$ cat src/rtl/pio_pkg.sv
package pio_pkg;
  typedef enum logic [1:0] {
    SEL_DATA = 2'd0,
    SEL_DIR  = 2'd1,
    SEL_CTRL = 2'd2,
    SEL_NONE = 2'd3
  } pio_sel_e;

  localparam int unsigned CTRL_WOR_BIT = 0;
endpackage

$ cat src/rtl/pio_rst_sync.sv
module pio_rst_sync (
  input  logic clk,
  input  logic rst_n,
  output logic rst_sync_n
);
  logic [1:0] stage_q;

  always_ff @(posedge clk or negedge rst_n) begin
    if (!rst_n) stage_q <= 2'b00;
    else        stage_q <= {stage_q[0], 1'b1};
  end

  assign rst_sync_n = stage_q[1];
endmodule

$ cat src/rtl/pio_sync.sv
module pio_sync #(
  parameter int unsigned W = 8
) (
  input  logic         clk,
  input  logic         rst_n,
  input  logic [W-1:0] d_i,
  output logic [W-1:0] q_o
);
  logic [W-1:0] meta_q, meta_d;
  logic [W-1:0] sync_q, sync_d;
  logic [1:0]   warm_q, warm_d;

  always_comb begin
    meta_d = d_i;
    sync_d = meta_q;
    warm_d = (warm_q == 2'd2) ? warm_q : warm_q + 2'd1;
  end

  always_ff @(posedge clk or negedge rst_n) begin
    if (!rst_n) begin
      meta_q <= '0;
      sync_q <= '0;
      warm_q <= '0;
    end else begin
      meta_q <= meta_d;
      sync_q <= sync_d;
      warm_q <= warm_d;
    end
  end

  assign q_o = sync_q;

  // output lags the pad by exactly two edges
  assert_sync_depth_R6: assert property (@(posedge clk) disable iff (!rst_n)
    (warm_q == 2'd2) |-> (q_o == $past(d_i, 2)));
endmodule

$ cat src/rtl/pio_regs.sv
module pio_regs
  import pio_pkg::*;
#(
  parameter int unsigned W = 8
) (
  input  logic         clk,
  input  logic         rst_n,
  input  logic         wr_en,
  input  logic         rd_en,
  input  logic [1:0]   addr,
  input  logic [W-1:0] wdata,
  input  logic [W-1:0] pin_sync,
  output logic [W-1:0] rdata,
  output logic [W-1:0] dir_q,
  output logic [W-1:0] latch_q,
  output logic         wor_q
);
  logic [W-1:0] dir_d, latch_d;
  logic         wor_d;
  logic         dir_en, latch_en, wor_en;
  pio_sel_e     sel;

  assign sel = pio_sel_e'(addr);

  always_comb begin
    latch_en = wr_en && (sel == SEL_DATA);
    dir_en   = wr_en && (sel == SEL_DIR);
    wor_en   = wr_en && (sel == SEL_CTRL);
    latch_d  = latch_en ? wdata : latch_q;
    dir_d    = dir_en   ? wdata : dir_q;
    wor_d    = wor_en   ? wdata[CTRL_WOR_BIT] : wor_q;
  end

  always_ff @(posedge clk or negedge rst_n) begin
    if (!rst_n) begin
      latch_q <= '0;
      dir_q   <= '0;
      wor_q   <= 1'b0;
    end else begin
      latch_q <= latch_d;
      dir_q   <= dir_d;
      wor_q   <= wor_d;
    end
  end

  always_comb begin
    rdata = '0;
    if (rd_en) begin
      unique case (sel)
        SEL_DATA: rdata = (dir_q & latch_q) | (~dir_q & pin_sync);
        SEL_DIR:  rdata = dir_q;
        SEL_CTRL: rdata[CTRL_WOR_BIT] = wor_q;
        default:  rdata = '0;
      endcase
    end
  end

  // no write strobe, no register change
  assert_hold_no_write_R10: assert property (@(posedge clk) disable iff (!rst_n)
    !wr_en |=> ($stable(latch_q) && $stable(dir_q) && $stable(wor_q)));
endmodule

$ cat src/rtl/pio_drive.sv
module pio_drive #(
  parameter int unsigned W = 8
) (
  input  logic         clk,
  input  logic         rst_n,
  input  logic [W-1:0] dir_q,
  input  logic [W-1:0] latch_q,
  input  logic         wor_q,
  input  logic         alt_sel,
  input  logic [W-1:0] alt_oe_n,
  input  logic [W-1:0] alt_out,
  output logic [W-1:0] pad_oe_n,
  output logic [W-1:0] pad_out
);
  logic [W-1:0] port_oe_n, port_out;

  for (genvar b = 0; b < W; b++) begin : g_bit
    always_comb begin
      if (!dir_q[b]) begin
        port_oe_n[b] = 1'b1;
        port_out[b]  = latch_q[b];
      end else if (wor_q) begin
        port_oe_n[b] = latch_q[b];
        port_out[b]  = 1'b0;
      end else begin
        port_oe_n[b] = 1'b0;
        port_out[b]  = latch_q[b];
      end
    end
  end

  assign pad_oe_n = alt_sel ? alt_oe_n : port_oe_n;
  assign pad_out  = alt_sel ? alt_out  : (wor_q ? '0 : port_out);

  // input pins are never driven by the port
  assert_input_released_R3: assert property (@(posedge clk) disable iff (!rst_n)
    !alt_sel |-> ((~dir_q & ~pad_oe_n) == '0));
  // wire-OR mode never drives a high level
  assert_wor_no_high_R4: assert property (@(posedge clk) disable iff (!rst_n)
    (!alt_sel && wor_q) |-> ((~pad_oe_n & pad_out) == '0));
endmodule

$ cat src/rtl/pio_port.sv
module pio_port
  import pio_pkg::*;
#(
  parameter int unsigned W = 8
) (
  input  logic         clk,
  input  logic         rst_n,
  input  logic         wr_en,
  input  logic         rd_en,
  input  logic [1:0]   addr,
  input  logic [W-1:0] wdata,
  output logic [W-1:0] rdata,
  input  logic [W-1:0] pad_in,
  output logic [W-1:0] pad_oe_n,
  output logic [W-1:0] pad_out,
  input  logic         alt_sel,
  input  logic [W-1:0] alt_oe_n,
  input  logic [W-1:0] alt_out
);
  logic         rst_sync_n;
  logic [W-1:0] pin_sync, dir_q, latch_q;
  logic         wor_q;

  pio_rst_sync u_rst (.clk(clk), .rst_n(rst_n), .rst_sync_n(rst_sync_n));

  pio_sync #(.W(W)) u_sync (
    .clk(clk), .rst_n(rst_sync_n), .d_i(pad_in), .q_o(pin_sync)
  );

  pio_regs #(.W(W)) u_regs (
    .clk(clk), .rst_n(rst_sync_n), .wr_en(wr_en), .rd_en(rd_en),
    .addr(addr), .wdata(wdata), .pin_sync(pin_sync), .rdata(rdata),
    .dir_q(dir_q), .latch_q(latch_q), .wor_q(wor_q)
  );

  pio_drive #(.W(W)) u_drive (
    .clk(clk), .rst_n(rst_sync_n), .dir_q(dir_q), .latch_q(latch_q),
    .wor_q(wor_q), .alt_sel(alt_sel), .alt_oe_n(alt_oe_n),
    .alt_out(alt_out), .pad_oe_n(pad_oe_n), .pad_out(pad_out)
  );

  // output pins read back their latch bits
  assert_read_latch_R5: assert property (@(posedge clk) disable iff (!rst_sync_n)
    (rd_en && addr == SEL_DATA) |-> (((rdata ^ latch_q) & dir_q) == '0));
endmodule

$ cat config.mk
export PLATFORM = sky130hd
export DESIGN_NAME = pio_port
export DESIGN_NICKNAME = d
export VERILOG_FILES = /design/src/rtl/pio_pkg.sv /design/src/rtl/pio_rst_sync.sv /design/src/rtl/pio_sync.sv /design/src/rtl/pio_regs.sv /design/src/rtl/pio_drive.sv /design/src/rtl/pio_port.sv
export SDC_FILE = /design/constraint.sdc
export NUM_CORES = 1
export LEC_CHECK = 0
export BUFFER_PORTS_ARGS = -buffer_cell sky130_fd_sc_hd__buf_2
export CAP_MARGIN = 15
export CORE_UTILIZATION = 47
export DETAILED_ROUTE_END_ITERATION = 6
export PLACE_DENSITY_LB_ADDON = 0.12
export SYNTH_ARGS = -nofsm -noshare
export SYNTH_HDL_FRONTEND = slang
export SYNTH_SLANG_ARGS = --single-unit
$ cat constraint.sdc
create_clock -name clk -period 1.19 [get_ports clk]
set_input_delay 0.119 -clock clk [delete_from_list [all_inputs] [get_ports clk]]
set_output_delay 0.119 -clock clk [all_outputs]
set_load 0.02 [all_outputs]
* Word-level counts from Yosys, hierarchy flattened
Cells that the tools add are included.
Word-level totals: flip-flop bits (word level) 35
Cells by class: equality and inequality tests 2, multiplexer cells 22, bitwise gates (word level) 4, reduce and logical (&&, ||, !) cells 4
Operator list (count):
- 2-to-1 mux 8 bit | 4
- bitwise AND 8 bit | 2
- 2-to-1 mux 1 bit | 16
- case mux 7 bit (2 select lines) | 1
- NOT 8 bit | 1
- OR 8 bit | 1
- logical AND 1 bit | 3
- case mux 1 bit (3 select lines) | 1
- equality test 2 x 1 -> 1 bit, second input constant | 1
- equality test 2 bit, second input constant | 1
- logical NOT 2 bit | 1

* Depth between registers and ports, before layout
depth in word-level cells 5, mapped depth 4, depth with buffers taken out 3

* By module
A second synthesis with hierarchy kept.
Unflattened totals: cells, all modules 134, area, all modules 1539.0 um^2
Modules (own cells, without submodules):
- pio_regs | times used 1, cells each 74, area an instance 835.8 um^2, seq. area each 425.4 um^2
- pio_sync | times used 1, cells each 16, area an instance 400.4 um^2, seq. area each 400.4 um^2
- pio_drive | times used 1, cells each 41, area an instance 249.0 um^2, seq. area each 0.0 um^2
- pio_rst_sync | times used 1, cells each 3, area an instance 53.8 um^2, seq. area each 50.0 um^2

* Worst setup path after synthesis
No wires, ideal clock.
kind flip-flop to output port, from reg u_regs.dir_q[1], to out rdata[1], data arrival time 1.184 ns, data required time 1.071 ns, slack -0.113 ns, cell stages (with the launch flop) 3, cells stage by stage dfrtp_1 -> or3b_2 -> a21oi_1
Between the ends: word-level cells in the longest chain between the ends 5, elaborated cells on any way between the ends 6
Ends and longest elaborated chain:
- start: declaration | line pio_regs.sv:14 | output logic [W-1:0] dir_q,
- start signal: assignment | line pio_regs.sv:41 | dir_q <= dir_d;
- NOT 8 bit | line pio_regs.sv:50 | SEL_DATA: rdata = (dir_q & latch_q) | (~dir_q & pin_sync);
- bitwise AND 8 bit | line pio_regs.sv:50
- OR 8 bit | line pio_regs.sv:50
- case mux 7 bit (2 select lines) (*) | line pio_regs.sv:49 | unique case (sel)
- 2-to-1 mux 8 bit (*) | line pio_regs.sv:48 | if (rd_en) begin
- end: declaration | line pio_port.sv:12 | output logic [W-1:0] rdata,
Mark *: on every way between the ends. The rest lies on a longest branch, timed or not.

* Final worst setup path
from reg u_regs.dir_q[0], to out rdata[0]
Between the ends: word-level cells in the longest chain between the ends 5, elaborated cells on any way between the ends 6
Ends and longest elaborated chain (line):
- NOT 8 bit | pio_regs.sv:50
- bitwise AND 8 bit | pio_regs.sv:50
- OR 8 bit | pio_regs.sv:50
- case mux 1 bit (3 select lines) (*) | pio_regs.sv:49
- 2-to-1 mux 8 bit (*) | pio_regs.sv:48
Marks and branches as above.

==> flow_summary.yaml <==
timing:
  clock_skew_ns: 0.00590
  maxSlewViolCount: 0
  period_share_pct: 134
  rsz0062_at_grt: "yes"
  finalSetupTns_ns: -7.03
  setup_ws_ns: -0.401
  finalCriticalPeriod_ns: 1.59
  setup_viol: 24
  fmax_mhz: 629
  finalHoldViolations: 0
min_path:
  hold_path_class: "in2reg"
  hp-start: "wdata[4]"
logic_synthesis:
  synth_compound_area_share_pct: 10.0
  ys_seq_area_share_pct: 56.9
  ys_seq_elements: 35
  syn-instance-count: 125
  synth_top_family_by_area: "multiplexers"
  synth_area_um2: 1540
  syn_avg_cell_area_um2: 12.3
  ys.warnings.count: 0
  syn_nets: 164
  ys_types: 18
  synth_xor_area_share_pct: 0
  synth_fa_ha_area_share_pct: 0
  synth-simple-area-share_pct: 12.6
  synth_mux_area_share_pct: 18.3
global_routing:
  use_met2_pct: 43.7
  use_met1_pct: 25.3
  grt_busiest_layer: "met2"
  grt_util_met3_pct: 8.52
  grt_antenna_before_repair: 0
  grt_max_degree: 33
  grt_overflow_total: 0
  grtUsageTotal_pct: 24.2
  grt_pass1_wl_um: 5910
  grt_pass1_vias: 1339
clock_tree:
  clockBufferDepth: 2
  cts_inserted_buffers: 5
  cts_root_buffer: "clkbuf_4"
  path_clk_slew_ns: 0.10
  insertion_delay_ns: 0.33
  cts.sinks: 35
  cts_tree: "built"
  ctsHtreeMaxLevel: 2
critical_path:
  r2r-start: "u_regs.dir_q[4]"
  crit_path_start_kind: "flop"
  setup.worst_path.end_class: "output pin"
  critPathMaxFanout: 2
  timing_worst_setup_path_type: "reg2out"
  crit_start: "u_regs.dir_q[0]"
  cp.required_ns: 1.07
  crit_arrival_ns: 1.47
run_status:
  failed_checks: "setup timing"
  outcome: "complete, but fails checks"
cells_and_area:
  drive_gt1_share_pct: 66.1
  final_common_cell: "buf_2"
  syn2layout_area_growth_pct: 67.3
  antenna_cells: 0
  final_cell_mix: "buf_2, dfrtp_1, buf_6"
  fin_area_um2: 2570
  nNetsFinal: 262
route:
  routed_wirelength_um: 3900
  via_per_inst: 5.01
  drc: 0
  ant_nets: 0
  drt-initial-drc-count: 27
  num_vias: 1343
  firstDrtPassIters: 4
  wl_per_cell_um: 14.6
placement:
  routabilityCongestion: 0.809
  hpwl_um: 2570
  io_buffers: 62
  placed_cell_area_um2: 2130
die:
  fp.dieW_um: 59.2
  dieHeight_um: 59.2
  coreArea_um2: 3080
  floorplan.initialDensity_pct: 50.0
  design.die.area_um2: 3510
  num_rows: 20
  io-pin-count: 63
power_and_ir_drop:
  finalPower_w: 0.00338
  cellLeakagePower_nw: 1.22
  peakVddDrop_mv: 0.911
  power_density_nw_per_um2: 1310
job:
  max_cap_violations: 0
-- worst max-delay path, stage by stage, from the launching register on --
cell and delay [ns]:
dfrtp_1 0.39, or3b_4 0.37, a21oi_2 0.13, o21a_2 0.14, buf_6 0.11
-- Yosys cell counts (all sizes together) --
| library cell | count | area share, % |
|---|---|---|
| or3b | 7 | 4.0 |
| nor3b | 1 | 1.2 |
| mux2 | 25 | 18 |
| a22o | 7 | 4.0 |
| nand2 | 19 | 4.6 |
| o21a | 1 | 0.49 |
| clkbuf | 1 | 0.24 |
| conb | 1 | 0.24 |
| o21ai | 9 | 2.9 |
| nor2 | 3 | 0.73 |
| nand2b | 2 | 0.81 |
| dfrtp | 35 | 57 |
| a21oi | 8 | 2.6 |
| nand3b | 2 | 1.2 |
| buf | 4 | 1.7 |
-- flip-flops by register name (all words and copies together) (netlist names) --
name / cells
u_sync.q_o: 8
u_rst.stage_q: 2
u_sync.meta_q: 8
u_regs.latch_q: 8
u_regs.dir_q: 8
u_regs.wor_q: 1
-- power breakdown --
| group | switching, W | leakage (nW) | internal (W) | total [W] |
|---|---|---|---|---|
| clock | 0.000368 | 0.0386 | 0.000347 | 0.000715 |
| combinational | 0.000536 | 0.772 | 0.000686 | 0.00122 |
| sequential | 0.000113 | 0.411 | 0.00133 | 0.00144 |
| total | 0.00102 | 1.22 | 0.00236 | 0.00338 |
-- final cells by class --
type	count	area (µm²)
multi-input cells	85	796
repair buffers	96	779
clock buffers	8	68.8
flip-flops and latches	35	876
fillers	186	503
well taps	44	55.1
-- per-stage QoR --
stage	utilization [%]	cells	hold slack (ns)	setup slack, ns
after floorplan	-	125	-0.177	0.00421
after global routing	83.7	268	0.00390	-0.474
after detailed placement	69.2	246	-0.0947	-0.112
after CTS	81.2	267	0.0242	-0.411
after global placement	69.2	246	-0.0970	-0.0780
final	83.7	268	0.0244	-0.401
-- cell families (layout without fill, tap and decap cells) --
group | count (synthesis) | count (layout)
buf+inv | 5 | 104
mux | 25 | 25
simple gates | 34 | 34
compound gates | 25 | 25
other cells | 1 | 1
flops | 35 | 35
-- final timing paths --
check	slack (ns)	end	cells past startpoint
hold / removal	0.02	u_regs.latch_q[4]	2
setup / recovery	-0.40	rdata[0]	4
min in group asynchronous	0.05	u_sync.meta_q[1]	0
hold reg to reg	0.05	u_sync.meta_q[1]	0
max in group asynchronous	0.76	u_regs.dir_q[5]	1
setup reg to reg	0.17	u_regs.dir_q[4]	3
-- layer usage --
| layer | share of wire (%) | wire, µm |
|---|---|---|
| met5 | 0 | 0 |
| met4 | 2.0 | 79 |
| met3 | 4.8 | 186 |
| met2 | 57 | 2210 |
| met1 | 37 | 1430 |
-- repair_timing --
action                                 in CTS  in global routing
resized for setup                          61                 20
hold buffers                                9                  0
endpoints found under the hold margin      10                  0
pin swaps                                  19                  8
setup endpoints to repair                  24                 24
setup buffers                               4                  1
cloned                                      0                  0
Power figures use the tool's default switching activity.
